$ cat src/rtl/chain_rd_pkg.sv
// Shared constants and types for the daisy-chain readout controller.
// Assumes every converter in the chain returns a fixed 18-bit result.
package chain_rd_pkg;
    localparam int WORD_BITS = 18;

    typedef enum logic [2:0] {
        ST_IDLE,   // no frame, cnv low
        ST_CONV,   // cnv high, waiting for conversion
        ST_SHIFT,  // serial clock running
        ST_TAIL,   // last word strobe cycle
        ST_DONE    // done pulse, cnv still high
    } seq_state_t;
endpackage

$ cat src/rtl/chain_rd_sck.sv
// Serial clock generator. While run is high it toggles sck every 'half'
// clock cycles, starting from low. It flags the cycle whose edge turns sck
// from high to low. Assumes 'half' is nonzero and stable while run is high.
module chain_rd_sck #(
    parameter int DIV_W = 4
) (
    input  logic             clk,
    input  logic             rst_n,
    input  logic             run,
    input  logic [DIV_W-1:0] half,
    output logic             sck,
    output logic             fall_stb
);
    logic [DIV_W-1:0] hc;
    logic             sck_q;
    logic             wrap;

    // Terminal count of the half-period counter.
    assign wrap     = (hc == half - DIV_W'(1));
    // Falling edge happens at the next clock edge.
    assign fall_stb = run && sck_q && wrap;
    assign sck      = sck_q;

    // Half-period counter and sck toggle flop.
    always_ff @(posedge clk) begin
        if (!rst_n || !run) begin
            hc    <= '0;
            sck_q <= 1'b0;
        end else if (wrap) begin
            hc    <= '0;
            sck_q <= ~sck_q;
        end else begin
            hc <= hc + DIV_W'(1);
        end
    end


    sck_half_len_chk: assert property (@(posedge clk) disable iff (!rst_n)
        run |-> (hc < half));


    sck_idle_low_chk: assert property (@(posedge clk) disable iff (!rst_n)
        !run |=> !sck_q);
endmodule

$ cat src/rtl/chain_rd_seq.sv
// Frame sequencer. It accepts a start while idle and latches the
// configuration, mapping 0 to 1. It holds the conversion wait, runs the
// serial clock for 18*N_DEV falling edges, then steps through the final
// word cycle and the done cycle. Assumes fall_stb comes from the clock
// generator that this sequencer enables.
module chain_rd_seq
    import chain_rd_pkg::*;
#(
    parameter int N_DEV  = 3,
    parameter int CONV_W = 8,
    parameter int DIV_W  = 4
) (
    input  logic              clk,
    input  logic              rst_n,
    input  logic              start,
    input  logic [CONV_W-1:0] conv_cycles,
    input  logic [DIV_W-1:0]  sck_half,
    input  logic              fall_stb,
    output logic              cnv,
    output logic              shift_run,
    output logic              frame_start,
    output logic              done,
    output logic [DIV_W-1:0]  half_q
);
    localparam int TOTAL_BITS = WORD_BITS * N_DEV;
    localparam int CNT_W      = $clog2(TOTAL_BITS + 1);

    seq_state_t        state;
    logic [CONV_W-1:0] conv_cnt;
    logic [CNT_W-1:0]  fall_cnt;

    // Decode outputs from the state register.
    assign frame_start = (state == ST_IDLE) && start;
    assign cnv         = (state != ST_IDLE);
    assign shift_run   = (state == ST_SHIFT);
    assign done        = (state == ST_DONE);

    // State transitions, conversion countdown and falling-edge count.
    always_ff @(posedge clk) begin
        if (!rst_n) begin
            state    <= ST_IDLE;
            conv_cnt <= '0;
            fall_cnt <= '0;
            half_q   <= DIV_W'(1);
        end else begin
            case (state)
                ST_IDLE: if (start) begin
                    conv_cnt <= (conv_cycles == '0) ? CONV_W'(1) : conv_cycles;
                    half_q   <= (sck_half == '0) ? DIV_W'(1) : sck_half;
                    fall_cnt <= '0;
                    state    <= ST_CONV;
                end
                ST_CONV: begin
                    if (conv_cnt <= CONV_W'(1)) state <= ST_SHIFT;
                    else conv_cnt <= conv_cnt - CONV_W'(1);
                end
                ST_SHIFT: if (fall_stb) begin
                    if (fall_cnt == CNT_W'(TOTAL_BITS - 1)) state <= ST_TAIL;
                    else fall_cnt <= fall_cnt + CNT_W'(1);
                end
                ST_TAIL: state <= ST_DONE;
                default: state <= ST_IDLE;
            endcase
        end
    end


    start_only_idle_chk: assert property (@(posedge clk) disable iff (!rst_n)
        $rose(state == ST_CONV) |-> $past(state == ST_IDLE));


    shift_after_conv_chk: assert property (@(posedge clk) disable iff (!rst_n)
        $rose(state == ST_SHIFT) |-> $past(state == ST_CONV));


    fall_cnt_bound_chk: assert property (@(posedge clk) disable iff (!rst_n)
        fall_cnt <= CNT_W'(TOTAL_BITS - 1));
endmodule

$ cat src/rtl/chain_rd_deser.sv
// Word assembler. It shifts one sdi bit in on each capture strobe, MSB
// first. Every 18 bits it presents the word with a one-cycle valid and a
// running device index. Assumes clear precedes each frame and that
// captures are at least two cycles apart.
module chain_rd_deser
    import chain_rd_pkg::*;
#(
    parameter int N_DEV = 3,
    parameter int IDX_W = 2
) (
    input  logic                 clk,
    input  logic                 rst_n,
    input  logic                 clear,
    input  logic                 cap,
    input  logic                 sdi,
    output logic [WORD_BITS-1:0] word_data,
    output logic                 word_vld,
    output logic [IDX_W-1:0]     word_idx
);
    localparam int BIT_W = $clog2(WORD_BITS);

    logic [WORD_BITS-1:0] sh;
    logic [BIT_W-1:0]     bit_cnt;
    logic [IDX_W-1:0]     idx_cnt;
    logic [WORD_BITS-1:0] next_sh;

    // Shift register contents after taking the current bit.
    assign next_sh = {sh[WORD_BITS-2:0], sdi};

    // Bit capture, word completion and index counting.
    always_ff @(posedge clk) begin
        if (!rst_n) begin
            sh        <= '0;
            bit_cnt   <= '0;
            idx_cnt   <= '0;
            word_data <= '0;
            word_vld  <= 1'b0;
            word_idx  <= '0;
        end else begin
            word_vld <= 1'b0;
            if (clear) begin
                bit_cnt <= '0;
                idx_cnt <= '0;
            end else if (cap) begin
                sh <= next_sh;
                if (bit_cnt == BIT_W'(WORD_BITS - 1)) begin
                    word_data <= next_sh;
                    word_vld  <= 1'b1;
                    word_idx  <= idx_cnt;
                    idx_cnt   <= idx_cnt + IDX_W'(1);
                    bit_cnt   <= '0;
                end else begin
                    bit_cnt <= bit_cnt + BIT_W'(1);
                end
            end
        end
    end


    word_gap_chk: assert property (@(posedge clk) disable iff (!rst_n)
        word_vld |=> !word_vld);


    idx_range_chk: assert property (@(posedge clk) disable iff (!rst_n)
        word_vld |-> (int'(word_idx) < N_DEV));
endmodule

$ cat src/rtl/chain_rd_ctrl.sv
// Top of the daisy-chain readout controller. It ties the sequencer, the
// serial clock generator and the word assembler together. Assumes the
// converters shift on the falling sck edge and that the first result bit
// is on sdi once the programmed conversion wait has elapsed.
module chain_rd_ctrl
    import chain_rd_pkg::*;
#(
    parameter int N_DEV  = 3,
    parameter int CONV_W = 8,
    parameter int DIV_W  = 4,
    localparam int IDX_W = (N_DEV > 1) ? $clog2(N_DEV) : 1
) (
    input  logic                 clk,
    input  logic                 rst_n,
    input  logic                 start,
    input  logic [CONV_W-1:0]    conv_cycles,
    input  logic [DIV_W-1:0]     sck_half,
    input  logic                 sdi,
    output logic                 cnv,
    output logic                 sck,
    output logic [WORD_BITS-1:0] word_data,
    output logic                 word_vld,
    output logic [IDX_W-1:0]     word_idx,
    output logic                 done
);
    logic             shift_run;
    logic             frame_start;
    logic             fall_stb;
    logic [DIV_W-1:0] half_q;

    chain_rd_seq #(.N_DEV(N_DEV), .CONV_W(CONV_W), .DIV_W(DIV_W)) u_seq (
        .clk         (clk),
        .rst_n       (rst_n),
        .start       (start),
        .conv_cycles (conv_cycles),
        .sck_half    (sck_half),
        .fall_stb    (fall_stb),
        .cnv         (cnv),
        .shift_run   (shift_run),
        .frame_start (frame_start),
        .done        (done),
        .half_q      (half_q)
    );

    chain_rd_sck #(.DIV_W(DIV_W)) u_sck (
        .clk      (clk),
        .rst_n    (rst_n),
        .run      (shift_run),
        .half     (half_q),
        .sck      (sck),
        .fall_stb (fall_stb)
    );

    chain_rd_deser #(.N_DEV(N_DEV), .IDX_W(IDX_W)) u_deser (
        .clk       (clk),
        .rst_n     (rst_n),
        .clear     (frame_start),
        .cap       (fall_stb),
        .sdi       (sdi),
        .word_data (word_data),
        .word_vld  (word_vld),
        .word_idx  (word_idx)
    );


    cnv_rise_sck_low_chk: assert property (@(posedge clk) disable iff (!rst_n)
        $rose(cnv) |-> !sck);


    sck_within_frame_chk: assert property (@(posedge clk) disable iff (!rst_n)
        !cnv |-> !sck);


    done_after_word_chk: assert property (@(posedge clk) disable iff (!rst_n)
        done |-> $past(word_vld));


    cnv_drop_chk: assert property (@(posedge clk) disable iff (!rst_n)
        done |=> !cnv);
endmodule

$ cat config.mk
export PLATFORM = sky130hd
export DESIGN_NAME = chain_rd_ctrl
export DESIGN_NICKNAME = d
export VERILOG_FILES = /design/src/rtl/chain_rd_pkg.sv /design/src/rtl/chain_rd_sck.sv /design/src/rtl/chain_rd_seq.sv /design/src/rtl/chain_rd_deser.sv /design/src/rtl/chain_rd_ctrl.sv
export SDC_FILE = /design/constraint.sdc
export NUM_CORES = 1
export LEC_CHECK = 0
export BUFFER_PORTS_ARGS = -buffer_cell sky130_fd_sc_hd__clkbuf_2
export CAP_MARGIN = 20
export CORE_MARGIN = 2
export CORE_UTILIZATION = 40
export DETAILED_ROUTE_END_ITERATION = 16
export GPL_ROUTABILITY_DRIVEN = 0
export GPL_TIMING_DRIVEN = 0
export SYNTH_ARGS = -nofsm -noshare
export SYNTH_HDL_FRONTEND = slang
export SYNTH_SLANG_ARGS = --single-unit
$ cat constraint.sdc
create_clock -name clk -period 1.97 [get_ports clk]
set_clock_uncertainty 0.1 [all_clocks]
set_input_delay 0.394 -clock clk [delete_from_list [all_inputs] [get_ports clk]]
set_output_delay 0.394 -clock clk [all_outputs]
set_load 0.1 [all_outputs]
==> results by group <==
CTS
  • Clock latency at the later pin of the worst-skew pair: 0.34 ns
  • Total number of clock tree sinks: just over 70
  • Clock slew seen by the registers of the worst setup and hold paths: approximately 0.080 ns
  • CTS Root Buffer Type: sky130_fd_sc_hd__clkbuf_8
  • Clock tree from TritonCTS: yes
  • Number of buffers inserted during clock tree synthesis: 9
  • Number of buffers inserted for hold repair after clock tree synthesis: 0
  • Bufs on Longest Clock Path: 2
  • H-tree depth: 3

Route
  • Per-cell via count in the routed design: 5.28
  • Total routed wirelength: 7700 um
  • Number of detailed-routing iterations run before antenna repair: 4
  • Remaining antenna violation count: 0
  • Vias: between 2k and 3k
  • Remaining routing DRC violations: 0
  • Total met3 wirelength after detailed routing: around 280 um
  • Highest signal layer in the routed design: met4
  • Wire per inst: between 10 and 15 um
  • DRC marker count from the first detailed-route iteration: around 110
  • Detailed-route wire length on metal 1: 3570 um
  • Met2 routed WL: 3650 um

Synth
  • Number of flops mapped to enable cells by yosys: 0
  • Nets in the synthesized netlist: 412
  • Largest area contributor in the synthesized netlist: sky130_fd_sc_hd__dfxtp_1
  • Part of the Yosys area used for sequential elements: between 40 and 50%
  • Fraction of synthesis flops using an asynchronous set or reset pin: 0%
  • Area contributors post-synth: sky130_fd_sc_hd__dfxtp_1, sky130_fd_sc_hd__nand2_1, sky130_fd_sc_hd__a21oi_1
  • Average cell area after synthesis: ~8.1 um2
  • Mapped Cells: roughly 390
  • Flip-flop and latch count after synthesis: a little over 70
  • Top_reg_cell synth: sky130_fd_sc_hd__dfxtp_1
  • Count of cell types in the netlist: 46
  • Post-Synthesis Cell Area: between 0.003 and 0.004 mm2
  • Synth top area share: 45.2%
  • Yosys warning count: 0

Critical path
  • Critical path class: register to register
  • Worst endpoint required time: roughly 2.1 ns
  • Arrival time at the worst endpoint: about 2.2 ns
  • Launch point of the worst reg-to-reg path: u_seq.half_q[0]$_SDFFE_PN1P_
  • CP Max Fanout: 4
  • Cell type of the slowest stage on the worst timing path: sky130_fd_sc_hd__or4_4
  • CP Launch Point: u_seq.half_q[0]$_SDFFE_PN1P_
  • Delay of the slowest critical-path stage: 0.47 ns
  • Worst path cell trace: inv_2 > ha_4 > xor2_2 > xnor2_2 > nand4_1 > or4_4 > a211oi_2
  • Sort of element at the start of the critical path: register
  • Category of the worst setup path capture point: register

Run status
  • Run status: complete, but fails checks
  • Violated checks: setup timing

GRT
  • Total Routing Usage GR: between 15 and 20%
  • GRT Residual Overflow: 0
  • Antenna violations before repair: 0
  • Vias in the first global route: approximately 2.7k
  • Largest net degree at the start of global routing: 14
  • Global-route wire length before repair: 12,300 um

Final layout
  • Final instance area: around 0.0042 mm2
  • Most common cell after layout, fill and taps aside: sky130_fd_sc_hd__nand2_1
  • Top library cells by usage in the layout, fill and taps aside: sky130_fd_sc_hd__nand2_1, sky130_fd_sc_hd__dfxtp_1, sky130_fd_sc_hd__clkbuf_2, sky130_fd_sc_hd__a21oi_1, sky130_fd_sc_hd__nand3_1
  • NumNets Final: 475
  • Post-synthesis to final-layout area growth: 32.8%
  • Diodes inserted: 0
  • Share of final-layout standard cells stronger than drive strength 1: between 20 and 30%

Floorplanning
  • Number of rows in the core area: 32
  • Die area: roughly 0.0086 mm2
  • Placeable core region: 0.00769 mm2
  • Floorplan die height: ~93 um
  • Width of the die: a little over 90 um
  • Ports: 40
  • Initial core utilization: between 40% and 50%

Power
  • Power per cell area: ~950 mW/mm2
  • Worst vdd ir: roughly 0.42 mV
  • Leakage power of the design: between 1.5 and 2 nW
  • Post-layout power: 3.95 mW

Flow run
  • MaxCap Viol Count: 0

STA
  • Worst slew margin: ~47%
  • RSZ-0062 raised after global routing: true
  • Final critical-path share of the clock period: 105%
  • Final number of hold-violating endpoints: 0
  • Setup slack of the critical path after layout: -0.0902 ns
  • Slew Limit Fails: 0
  • Final Hold Slack: between 0.15 and 0.2 ns
  • Time the final worst path needs with I/O delays and setup: 2.06 ns
  • Peak Freq: about 0.49 GHz
  • Setup-failing EPs final: 10
  • Slew at the pin closest to its max-slew limit: 0.788 ns

Placed design
  • HPWL after detailed placement: 4950 um
  • Post-Place Cell Area: between 0.003 and 0.004 mm2
  • Buffers added on ports: 39

Worst hold path
  • Classification of the worst-slack hold path: input port to register
  • Worst Hold Launch: sdi
-- report_power, final --
part / internal, mW / switching [mW]
Sequential: 1.50 / 0.0790
Combinational: 0.422 / 0.546
Clock: 0.834 / 0.569
Total: 2.76 / 1.19
-- metal layers --
layer / vias to the layer above / GRT usage, %
met4: 0 / 8.58
met1: 1376 / 23.3
met2: 64 / 28.5
met3: 16 / 3.17
met5: - / 0
li1: 1490 / -
-- per-stage QoR --
step                cells   TNS, ns  util, %  worst slack, ns
detailed placement    529     -9.31     45.3           -0.263
global route          558     -5.32     54.3           -0.208
floorplan             388  -0.00809        -         -0.00809
finish                558    -0.509     54.3          -0.0902
CTS                   552    -0.606     51.0          -0.0961
global placement      529     -9.78     45.3           -0.295
-- what timing repair did --
item / CTS / global route
gates resized for setup: 30 / 55
setup endpoints to repair: 62 / 64
endpoints found under the hold margin: 0 / 0
buffers inserted: 8 / 7
cloned: 1 / 2
pin swaps: 14 / 5
-- cell type report --
cell class              instances  area, um2
plain buffers                  21        153
clock buffers                  11        163
clock inverters                 5       86.3
fillers                       735       3520
inverters                      12       45.0
multi-input cells             280       1770
flip-flops and latches         71       1440
well taps                     102        128
repair buffers                 56        388
-- flip-flops by register name (all words and copies together) (netlist names) --
name / cells
u_deser.word_data: 18
u_deser.sh: 17
u_seq.conv_cnt: 8
u_seq.fall_cnt: 6
u_deser.bit_cnt: 5
u_sck.hc: 4
u_seq.half_q: 4
u_seq.state: 3
u_deser.idx_cnt: 2
u_deser.word_idx: 2
u_deser.word_vld: 1
u_sck.sck: 1
-- Yosys cell counts (3+ instances only) --
library cell / count
sky130_fd_sc_hd__inv_1: 11
sky130_fd_sc_hd__ha_1: 8
sky130_fd_sc_hd__nand3_1: 30
sky130_fd_sc_hd__a211oi_1: 4
sky130_fd_sc_hd__o211ai_1: 3
sky130_fd_sc_hd__buf_1: 3
sky130_fd_sc_hd__o21ai_1: 3
sky130_fd_sc_hd__nand4_1: 5
sky130_fd_sc_hd__nand2_1: 69
sky130_fd_sc_hd__o31ai_1: 5
sky130_fd_sc_hd__or4_1: 3
sky130_fd_sc_hd__xor2_1: 4
sky130_fd_sc_hd__buf_2: 9
sky130_fd_sc_hd__a21oi_1: 36
sky130_fd_sc_hd__nor3b_1: 4
sky130_fd_sc_hd__a21o_1: 4
sky130_fd_sc_hd__or3_1: 8
sky130_fd_sc_hd__nor2_1: 18
sky130_fd_sc_hd__xnor2_1: 6
sky130_fd_sc_hd__nand2b_1: 4
sky130_fd_sc_hd__nor3_1: 7
sky130_fd_sc_hd__mux2i_1: 3
sky130_fd_sc_hd__o21ai_0: 28
sky130_fd_sc_hd__dfxtp_1: 71
sky130_fd_sc_hd__clkbuf_1: 13
sky130_fd_sc_hd__nor4_1: 3
-- worst paths after layout --
path                                   endpoint  slack [ns]  cells after the start
min                  u_deser.sh[0]$_SDFFE_PN0P_        0.18                      3
max             u_deser.bit_cnt[4]$_SDFFE_PP0P_       -0.09                      7
max reg2reg     u_deser.bit_cnt[4]$_SDFFE_PP0P_       -0.09                      7
min reg2reg  u_deser.word_data[14]$_SDFFE_PN0P_        0.35                      2
-- critical path: cells and delay by family (launching register included) --
family	cells	cell delay, ns
and+or+nand+nor	2	0.70
xor gates and xnor gates	2	0.40
DFF	1	0.35
AOI/OAI and AO/OA	1	0.22
adders and majority gates	1	0.16
buffers and inverters	1	0.05
-- logic make-up (layout without fill, tap and decap cells) --
logic type,Yosys count,count (layout),share of synthesized area (%)
AOI/OAI and AO/OA,93,93,17.2
muxes,4,4,1.31
DFF,71,71,45.2
buffers and inverters,37,105,4.78
xor gates and xnor gates,10,10,2.79
and+or+nand+nor,165,165,25.5
adders and majority gates,8,8,3.19
Note: power is estimated with default switching activity, not from simulation.
